### config.mk
export PLATFORM = sky130hd
export DESIGN_NAME = dbf_debounce
export DESIGN_NICKNAME = d
export VERILOG_FILES = /design/src/rtl/dbf_pkg.sv /design/src/rtl/dbf_sync.sv /design/src/rtl/dbf_prescale.sv /design/src/rtl/dbf_window.sv /design/src/rtl/dbf_debounce.sv
export SDC_FILE = /design/constraint.sdc
export NUM_CORES = 1
export LEC_CHECK = 0
export ABC_AREA = 1
export BUFFER_PORTS_ARGS = -buffer_cell sky130_fd_sc_hd__buf_2
export CORE_ASPECT_RATIO = 0.8
export CORE_MARGIN = 4
export CORE_UTILIZATION = 55
export CTS_CLUSTER_DIAMETER = 50
export CTS_CLUSTER_SIZE = 8
export DETAILED_ROUTE_END_ITERATION = 10
export HOLD_SLACK_MARGIN = 0.1
export PLACE_DENSITY = 0.81
export SLEW_MARGIN = 20
export SYNTH_ARGS = -nofsm -noshare
export SYNTH_HDL_FRONTEND = slang
export SYNTH_HIERARCHICAL = 1
export SYNTH_SLANG_ARGS = --single-unit
### constraint.sdc
create_clock -name clk -period 5 [get_ports clk]
set_input_delay 1 -clock clk [delete_from_list [all_inputs] [get_ports clk]]
set_output_delay 1 -clock clk [all_outputs]
set_load 0.02 [all_outputs]
### src/rtl/dbf_pkg.sv
package dbf_pkg;

  localparam int DBF_CNT_W  = 4;
  localparam int DBF_TICK_W = 12;
  localparam int DBF_SEL_W  = 2;
  localparam int DBF_MODE_W = 2;

  typedef enum logic [DBF_MODE_W-1:0] {
    MODE_BYPASS    = 2'd0,
    MODE_KEEP_LOW  = 2'd1,
    MODE_KEEP_HIGH = 2'd2,
    MODE_BOTH      = 2'd3
  } dbf_mode_e;

  function automatic logic [DBF_TICK_W-1:0] dbf_unit_ticks(input logic [DBF_SEL_W-1:0] sel);
    logic [DBF_TICK_W-1:0] r;
    case (sel)
      2'b00:   r = DBF_TICK_W'(2);
      2'b01:   r = DBF_TICK_W'(8);
      2'b10:   r = DBF_TICK_W'(512);
      default: r = DBF_TICK_W'(2048);
    endcase
    return r;
  endfunction

endpackage

### src/rtl/dbf_sync.sv
module dbf_sync #(
  parameter int STAGES = 2
) (
  input  logic clk,
  input  logic rst,
  input  logic d,
  output logic q
);
  logic [STAGES-1:0] chain;

  always_ff @(posedge clk) begin
    if (rst) chain <= '0;
    else     chain <= {chain[STAGES-2:0], d};
  end

  assign q = chain[STAGES-1];
endmodule

### src/rtl/dbf_prescale.sv
module dbf_prescale
  import dbf_pkg::*;
(
  input  logic                 clk,
  input  logic                 rst,
  input  logic                 run,
  input  logic                 tick_en,
  input  logic [DBF_SEL_W-1:0] sel,
  output logic                 unit_done
);
  logic [DBF_TICK_W-1:0] tick_cnt;
  logic [DBF_TICK_W-1:0] last;

  assign last      = dbf_unit_ticks(sel) - 1'b1;
  assign unit_done = run && tick_en && (tick_cnt == last);

  always_ff @(posedge clk) begin
    if (rst || !run)  tick_cnt <= '0;
    else if (tick_en) tick_cnt <= unit_done ? '0 : tick_cnt + 1'b1;
  end

  // the tick counter never passes the selected unit length
  assert_tick_bound_R3: assert property (@(posedge clk) disable iff (rst)
    run |-> (tick_cnt <= last));
endmodule

### src/rtl/dbf_window.sv
module dbf_window
  import dbf_pkg::*;
(
  input  logic                 clk,
  input  logic                 rst,
  input  logic                 run,
  input  logic                 unit_done,
  input  logic [DBF_CNT_W-1:0] count,
  output logic                 win_done
);
  logic [DBF_CNT_W-1:0] unit_cnt;
  logic [DBF_CNT_W-1:0] target;

  assign target   = (count == '0) ? DBF_CNT_W'(1) : count;
  assign win_done = unit_done && (unit_cnt == target - 1'b1);

  always_ff @(posedge clk) begin
    if (rst || !run)    unit_cnt <= '0;
    else if (unit_done) unit_cnt <= win_done ? '0 : unit_cnt + 1'b1;
  end

  // the unit counter stays inside the programmed window
  assert_unit_bound_R4: assert property (@(posedge clk) disable iff (rst)
    run |-> (unit_cnt < target));
endmodule

### src/rtl/dbf_debounce.sv
module dbf_debounce
  import dbf_pkg::*;
#(
  parameter int SYNC_STAGES = 2
) (
  input  logic                  clk,
  input  logic                  rst,
  input  logic                  tick_en,
  input  logic                  pin_in,
  input  logic [DBF_CNT_W-1:0]  cfg_count,
  input  logic                  cfg_large,
  input  logic                  cfg_unit,
  input  logic [DBF_MODE_W-1:0] cfg_mode,
  output logic                  level_out,
  output logic                  rise_pulse,
  output logic                  fall_pulse
);
  localparam int CFG_W = DBF_CNT_W + DBF_SEL_W + DBF_MODE_W;

  logic             sync_lvl;
  logic             filt_q, rise_q, fall_q;
  logic [CFG_W-1:0] cfg_now, cfg_q;
  logic             cfg_chg;
  dbf_mode_e        mode;
  logic             differs, filtered, run, accept;
  logic             unit_done, win_done;

  dbf_sync #(.STAGES(SYNC_STAGES)) u_sync (
    .clk(clk), .rst(rst), .d(pin_in), .q(sync_lvl)
  );

  assign cfg_now = {cfg_count, cfg_large, cfg_unit, cfg_mode};
  assign cfg_chg = (cfg_now != cfg_q);
  assign mode    = dbf_mode_e'(cfg_mode);
  assign differs = sync_lvl ^ filt_q;

  always_comb begin
    case (mode)
      MODE_BOTH:      filtered = 1'b1;
      MODE_KEEP_LOW:  filtered = sync_lvl;
      MODE_KEEP_HIGH: filtered = !sync_lvl;
      default:        filtered = 1'b0;
    endcase
  end

  assign run    = differs && filtered && !cfg_chg;
  assign accept = differs && !cfg_chg && (!filtered || win_done);

  dbf_prescale u_pre (
    .clk(clk), .rst(rst), .run(run), .tick_en(tick_en),
    .sel({cfg_large, cfg_unit}), .unit_done(unit_done)
  );

  dbf_window u_win (
    .clk(clk), .rst(rst), .run(run), .unit_done(unit_done),
    .count(cfg_count), .win_done(win_done)
  );

  always_ff @(posedge clk) begin
    if (rst) begin
      cfg_q  <= '0;
      filt_q <= 1'b0;
      rise_q <= 1'b0;
      fall_q <= 1'b0;
    end else begin
      cfg_q  <= cfg_now;
      rise_q <= accept && sync_lvl;
      fall_q <= accept && !sync_lvl;
      if (accept) filt_q <= sync_lvl;
    end
  end

  assign level_out  = filt_q;
  assign rise_pulse = rise_q;
  assign fall_pulse = fall_q;

  // a level change is always marked by a pulse
  assert_change_pulsed_R10: assert property (@(posedge clk) disable iff (rst)
    !$stable(filt_q) |-> (rise_q || fall_q));

  // a configuration change never moves the output
  assert_cfg_hold_R9: assert property (@(posedge clk) disable iff (rst)
    cfg_chg |=> $stable(filt_q));

  // bypass mode copies the synchronized level one cycle later
  assert_bypass_follow_R2: assert property (@(posedge clk) disable iff (rst)
    (mode == MODE_BYPASS && !cfg_chg) |=> (filt_q == $past(sync_lvl)));

  // a filtered edge is taken only when the window timer completes
  assert_filtered_wait_R5: assert property (@(posedge clk) disable iff (rst)
    ((rise_q || fall_q) && $past(filtered)) |-> $past(win_done));
endmodule

* Word-level counts from Yosys, hierarchy flattened
Index checks and enable logic that the tools add are counted.
** Operators by class
- Add/sub/neg operators :: 4
- Equal/unequal tests :: 8
- Multiplexer cells :: 5
- Bitwise operators :: 1
- Reductions and logical operators :: 17
** Operators with widths (number)
- $pmux 12 s3 :: 1
- $add 12x1->12 const B :: 1
- $eq 12x12->1 :: 1
- $mux 12 :: 1
- $sub 12x1->12 const B :: 1
- $logic_and 1x1->1 :: 9
- $mux 4 :: 2
- $ne 8x8->1 :: 1
- $eq 2x2->1 const B :: 3
- $add 4x1->4 const B :: 1
- $eq 2x1->1 const B :: 2
- $eq 4x4->1 :: 1
- $logic_not 1->1 :: 4
- $logic_not 4->1 :: 1
- $sub 4x1->4 const B :: 1
- $pmux 1 s3 :: 1
- $logic_not 2->1 :: 1
- $logic_or 1x1->1 :: 2
- $xor 1x1->1 :: 1
** Word-level totals
- Bits in registers :: 29
- Bits of input ports :: 12
- Output and inout port bits :: 3
- Logic and storage cells :: 42

* Longest topological paths before layout
- Depth in word-level cells :: 10
- Depth in mapped cells :: 20
- Depth with buffers taken out :: 20

* Hierarchy
The synthesis kept the hierarchy.
** By module, submodules not included
- dbf_prescale :: times used 1, cells each 128, area each 843.3 µm², seq. area each 240.2 µm²
- dbf_debounce :: times used 1, cells each 86, area each 545.5 µm², seq. area each 220.2 µm²
- dbf_window :: times used 1, cells each 59, area each 341.6 µm², seq. area each 80.1 µm²
- dbf_sync :: times used 1, cells each 6, area each 55.1 µm², seq. area each 40.0 µm²

* Worst setup path after synthesis
OpenSTA, ideal clock, no wires.
- Path type :: input-to-reg
- From :: in cfg_count[1]
- To :: reg filt_q (netlist: level_out)
- Arrival time :: 3.026 ns
- Setup slack :: 1.861 ns
- Cell stages on the path :: 20
- Path buffers :: 0
- Path through :: inv_1 > nand2_1 > nand2_1 > nor2_1 > nand2_1 > nor2_2 > and3_1 > nand2_4 > nor2_4 > nand3b_1 > nor3b_1 > nand3_1 > nor2_2 > nand3_2 > inv_1 > inv_1 > nand2_1 > nand3_1 > nand2_1 > nand2_1
** On the way
- Cells in the longest elaborated chain, start to end :: 8
- Elaborated cells between the ends (all ways) :: 13
- Those cells by class :: add/sub: 1; eq/ne: 2; mux: 1; reduce/logical: 9
** RTL lines
- start, declared :: line dbf_debounce.sv:10 : input logic [DBF_CNT_W-1:0] cfg_count,
- $ne 8x8->1 :: line dbf_debounce.sv:33 : assign cfg_chg = (cfg_now != cfg_q);
- $logic_not 1->1 :: line dbf_debounce.sv:46 : assign run = differs && filtered && !cfg_chg;
- $logic_and 1x1->1 :: line dbf_debounce.sv:46
- net run :: line dbf_debounce.sv:25 : logic differs, filtered, run, accept;
- $logic_and 1x1->1 (2 in a row) :: line dbf_prescale.sv:15 : assign unit_done = run && tick_en && (tick_cnt == last);
- net unit_done :: line dbf_debounce.sv:26 : logic unit_done, win_done;
- $logic_and 1x1->1 :: line dbf_window.sv:15 : assign win_done = unit_done && (unit_cnt == target - 1'b1);
- net win_done :: line dbf_debounce.sv:26
- $logic_or 1x1->1 :: line dbf_debounce.sv:47 : assign accept = differs && !cfg_chg && (!filtered || win_done);
- $logic_and 1x1->1 :: line dbf_debounce.sv:47
- end signal, assigned :: line dbf_debounce.sv:69 : if (accept) filt_q <= sync_lvl;
- end, declared :: line dbf_debounce.sv:21 : logic filt_q, rise_q, fall_q;
The timed path passes the listed nets, and every way through them passes these cells.
A chain may end at the register's enable or synchronous reset.

* Worst setup path in the final report
- From :: in cfg_count[2]
- To :: reg rise_q (netlist: rise_pulse)
** On the way
- Cells in the longest elaborated chain, start to end :: 9
- Elaborated cells between the ends (all ways) :: 14
- Those cells by class :: add/sub: 1; eq/ne: 2; mux: 1; reduce/logical: 10
** RTL lines
- $ne 8x8->1 :: line dbf_debounce.sv:33
- $logic_not 1->1 :: line dbf_debounce.sv:46
- $logic_and 1x1->1 :: line dbf_debounce.sv:46
- net run :: line dbf_debounce.sv:25
- $logic_and 1x1->1 (2 in a row) :: line dbf_prescale.sv:15
- net unit_done :: line dbf_debounce.sv:26
- $logic_and 1x1->1 :: line dbf_window.sv:15
- net win_done :: line dbf_debounce.sv:26
- $logic_or 1x1->1 :: line dbf_debounce.sv:47
- $logic_and 1x1->1 :: line dbf_debounce.sv:47
- $logic_and 1x1->1 :: line dbf_debounce.sv:67 : rise_q <= accept && sync_lvl;
- end signal, assigned :: line dbf_debounce.sv:67
- end, declared :: line dbf_debounce.sv:21
The timed path passes the listed nets, and every way through them passes these cells.

==> run metrics <==
Sink Count=29; DP HPWL=2780 microns; largest net degree at the start of global routing=17; hold crit path type=flip-flop to flip-flop; Core Area=3110 sq um; max_slew headroom=53.7%; sequential area share after synthesis=32.5%; clk_lat worst skew=270 ps; Setup violations, final=0; Worst Setup End Kind=flip-flop; Async S/R FF share, synth=0%; FF+latch count, synth=29; crit path launch type=input port; fmax=294 MHz; TritonCTS clock tree=done; Final Wtd Congestion=0.911; Psw=112 uW; final net count=314; worst-path maximum fanout=7; I/O Buffers=14; Die H=59.0 microns; Reg power frac=50.2%; number of cell rows=18; synth top area cells=dfxtp_1 33%, nand2_1 15%, inv_1 12%, nor2_1 7.1%, nand3_1 5.0%; setup repair bufs after CTS=0; vias in the first global route=1453; Ports=15; cell taking the most area after synthesis=dfxtp_1; Routed wire per std cell=10.4 microns; Post-Syn Area=1790 sq um; CTS buffer count=5; Die ar.=4230 sq um; Clock power frac=39.9%; share of cells above drive strength 1=15.1%; Final Hold Vio Count=0; combinational power share=9.9%; iteration count of the initial detailed-routing pass=4; Final Power=473 uW; final worst path period share=68.1%; most frequent cells after synthesis=73 x nand2_1, 55 x inv_1, 34 x nor2_1; maximum clock path buffer count=2; DRT antenna net count=0; Avg Cell Area, Syn=6.40 sq um; grt total ovfl=0; PD cells=239 nW/um^2; detailed-route via count=1632; unique cell type count in the Yosys netlist=31; R2R Setup Slk=2110 ps; status=finished, final reports clean; DRC=0; antenna violations before repair=0; initial core utilization=57.4%; post_cts resized=0; Root Driver=clkbuf_8; antenna diode count=0; CTS H-Tree Depth=2; post-synthesis cell count=279; Worst Path Arrival=3610 ps; Worst VDD drop=246 uV; transition time of the tightest slew-check pin=693 ps; clock skew=3.70 ps; critical path class=input port to flip-flop; chip width=71.7 microns; final WL=3520 microns; Iter 0 DRT Violations=69; gr usage total=18.4%; LEAKAGE=0.000986 uW; EDFF count, synth=0; main flop type after synthesis=dfxtp_1; RSZ-0062 raised after global routing=false; Worst EP required=5210 ps; synth-to-layout area growth=10.7%; Clock transition at path regs=60 ps; top-count cell post-synth=nand2_1; top cell type's share of synthesized area=32.5%; final slew viol count=0; vias per std cell=4.83; Int Pwr=362 uW; Sum Neg Setup Slack=0 ps; Sw Ratio=23.6%; Hold Buf Count CTS=0; post-layout min period=3410 ps; max cap viols=0; synthesized net count=295; warning count from the yosys run=6; global-route wire length before repair=6060 microns
-- power by group through the flow --
stage          combinational (uW)  sequential, uW  clock (uW)
3_5_place_dp                 46.5             243           0
4_1_cts                      47.0             238         196
3_3_place_gp                 45.6             243           0
6_report                     46.7             238         189
2_1_floorplan                33.4             242           0
5_1_grt                      53.8             238         211
-- worst paths after layout --
kind	startpoint	end	cells after the start
setup / recovery	cfg_count[2]	rise_pulse	20
setup reg to reg	u_sync/chain[1]	rise_pulse	16
hold / removal	u_sync/chain[0]	u_sync/chain[1]	2
hold reg to reg	u_sync/chain[0]	u_sync/chain[1]	2
-- sequential cells by signal, indices dropped and copies added, names as in the netlist --
register        cells
cfg_q               8
fall_pulse          1
level_out           1
rise_pulse          1
u_pre/tick_cnt     12
u_sync/chain        2
u_win/unit_cnt      4
-- logic make-up (layout without fill, tap and decap cells) --
logic type	Yosys count	count (layout)	share of synthesized area, %
and+or+nand+nor	164	164	43.2
DFF	29	29	32.5
adders and majority gates	4	4	2.80
muxes	1	1	0.561
AOI/OAI and AO/OA	15	15	4.69
xor gates and xnor gates	7	7	3.43
buffers and inverters	59	78	12.8
-- cell usage in the layout (no fill, tap or decap), types with 3 or more instances in the layout --
cell type	count
xnor2_1	3
inv_1	55
o21ai_0	6
nand3_1	18
buf_2	14
nand2_2	5
nand4_1	7
dfxtp_1	29
clkbuf_8	6
nor2_1	34
nor2_2	9
xor2_1	4
nor2_4	3
nand2_1	73
ha_1	4
a21oi_1	5
-- critical path, stage by stage --
cell and delay (ps):
buf_2 130, inv_1 60, nand2_1 70, nand2_1 50
nor2_1 110, nand2_1 80, nor2_2 120, and3_1 260
nand2_4 70, nor2_4 110, nand3b_1 90, nor3b_1 580
nand3_1 170, nor2_2 150, nand3_2 110, inv_1 70
inv_1 30, nand2_1 100, nand4_1 120, nor2_1 110
-- routing by layer --
metal  up-vias  global-route usage, %  wire (microns)
met1       708                   25.8            1860
met4         0                   5.90              40
met5         -                      0               0
met2        32                   26.2            1430
li1        887                      -               -
met3         5                   6.66             184
-- layout make-up --
type | instances | area, sq um
Tap cell | 40 | 50.0
Timing Repair Buffer | 14 | 70.1
Clock buffer | 7 | 86.3
Multi-Input combinational cell | 191 | 976
Fill cell | 297 | 1130
Sequential cell | 29 | 581
Inverter | 57 | 214
-- per-stage QoR --
step                      setup slack (ps)  hold slack (ps)  utilization (%)  std cells  area (sq um)
after CTS                             1590              401             63.6        338          1980
after global placement                1460              392             60.8        331          1890
after detailed placement              1330              393             60.8        331          1890
final                                 1590              402             63.6        338          1980
after floorplan                       1860              388                -        279          1790
after global routing                  1310              430             63.6        338          1980
No activity file was read; power rests on OpenSTA's default activity.
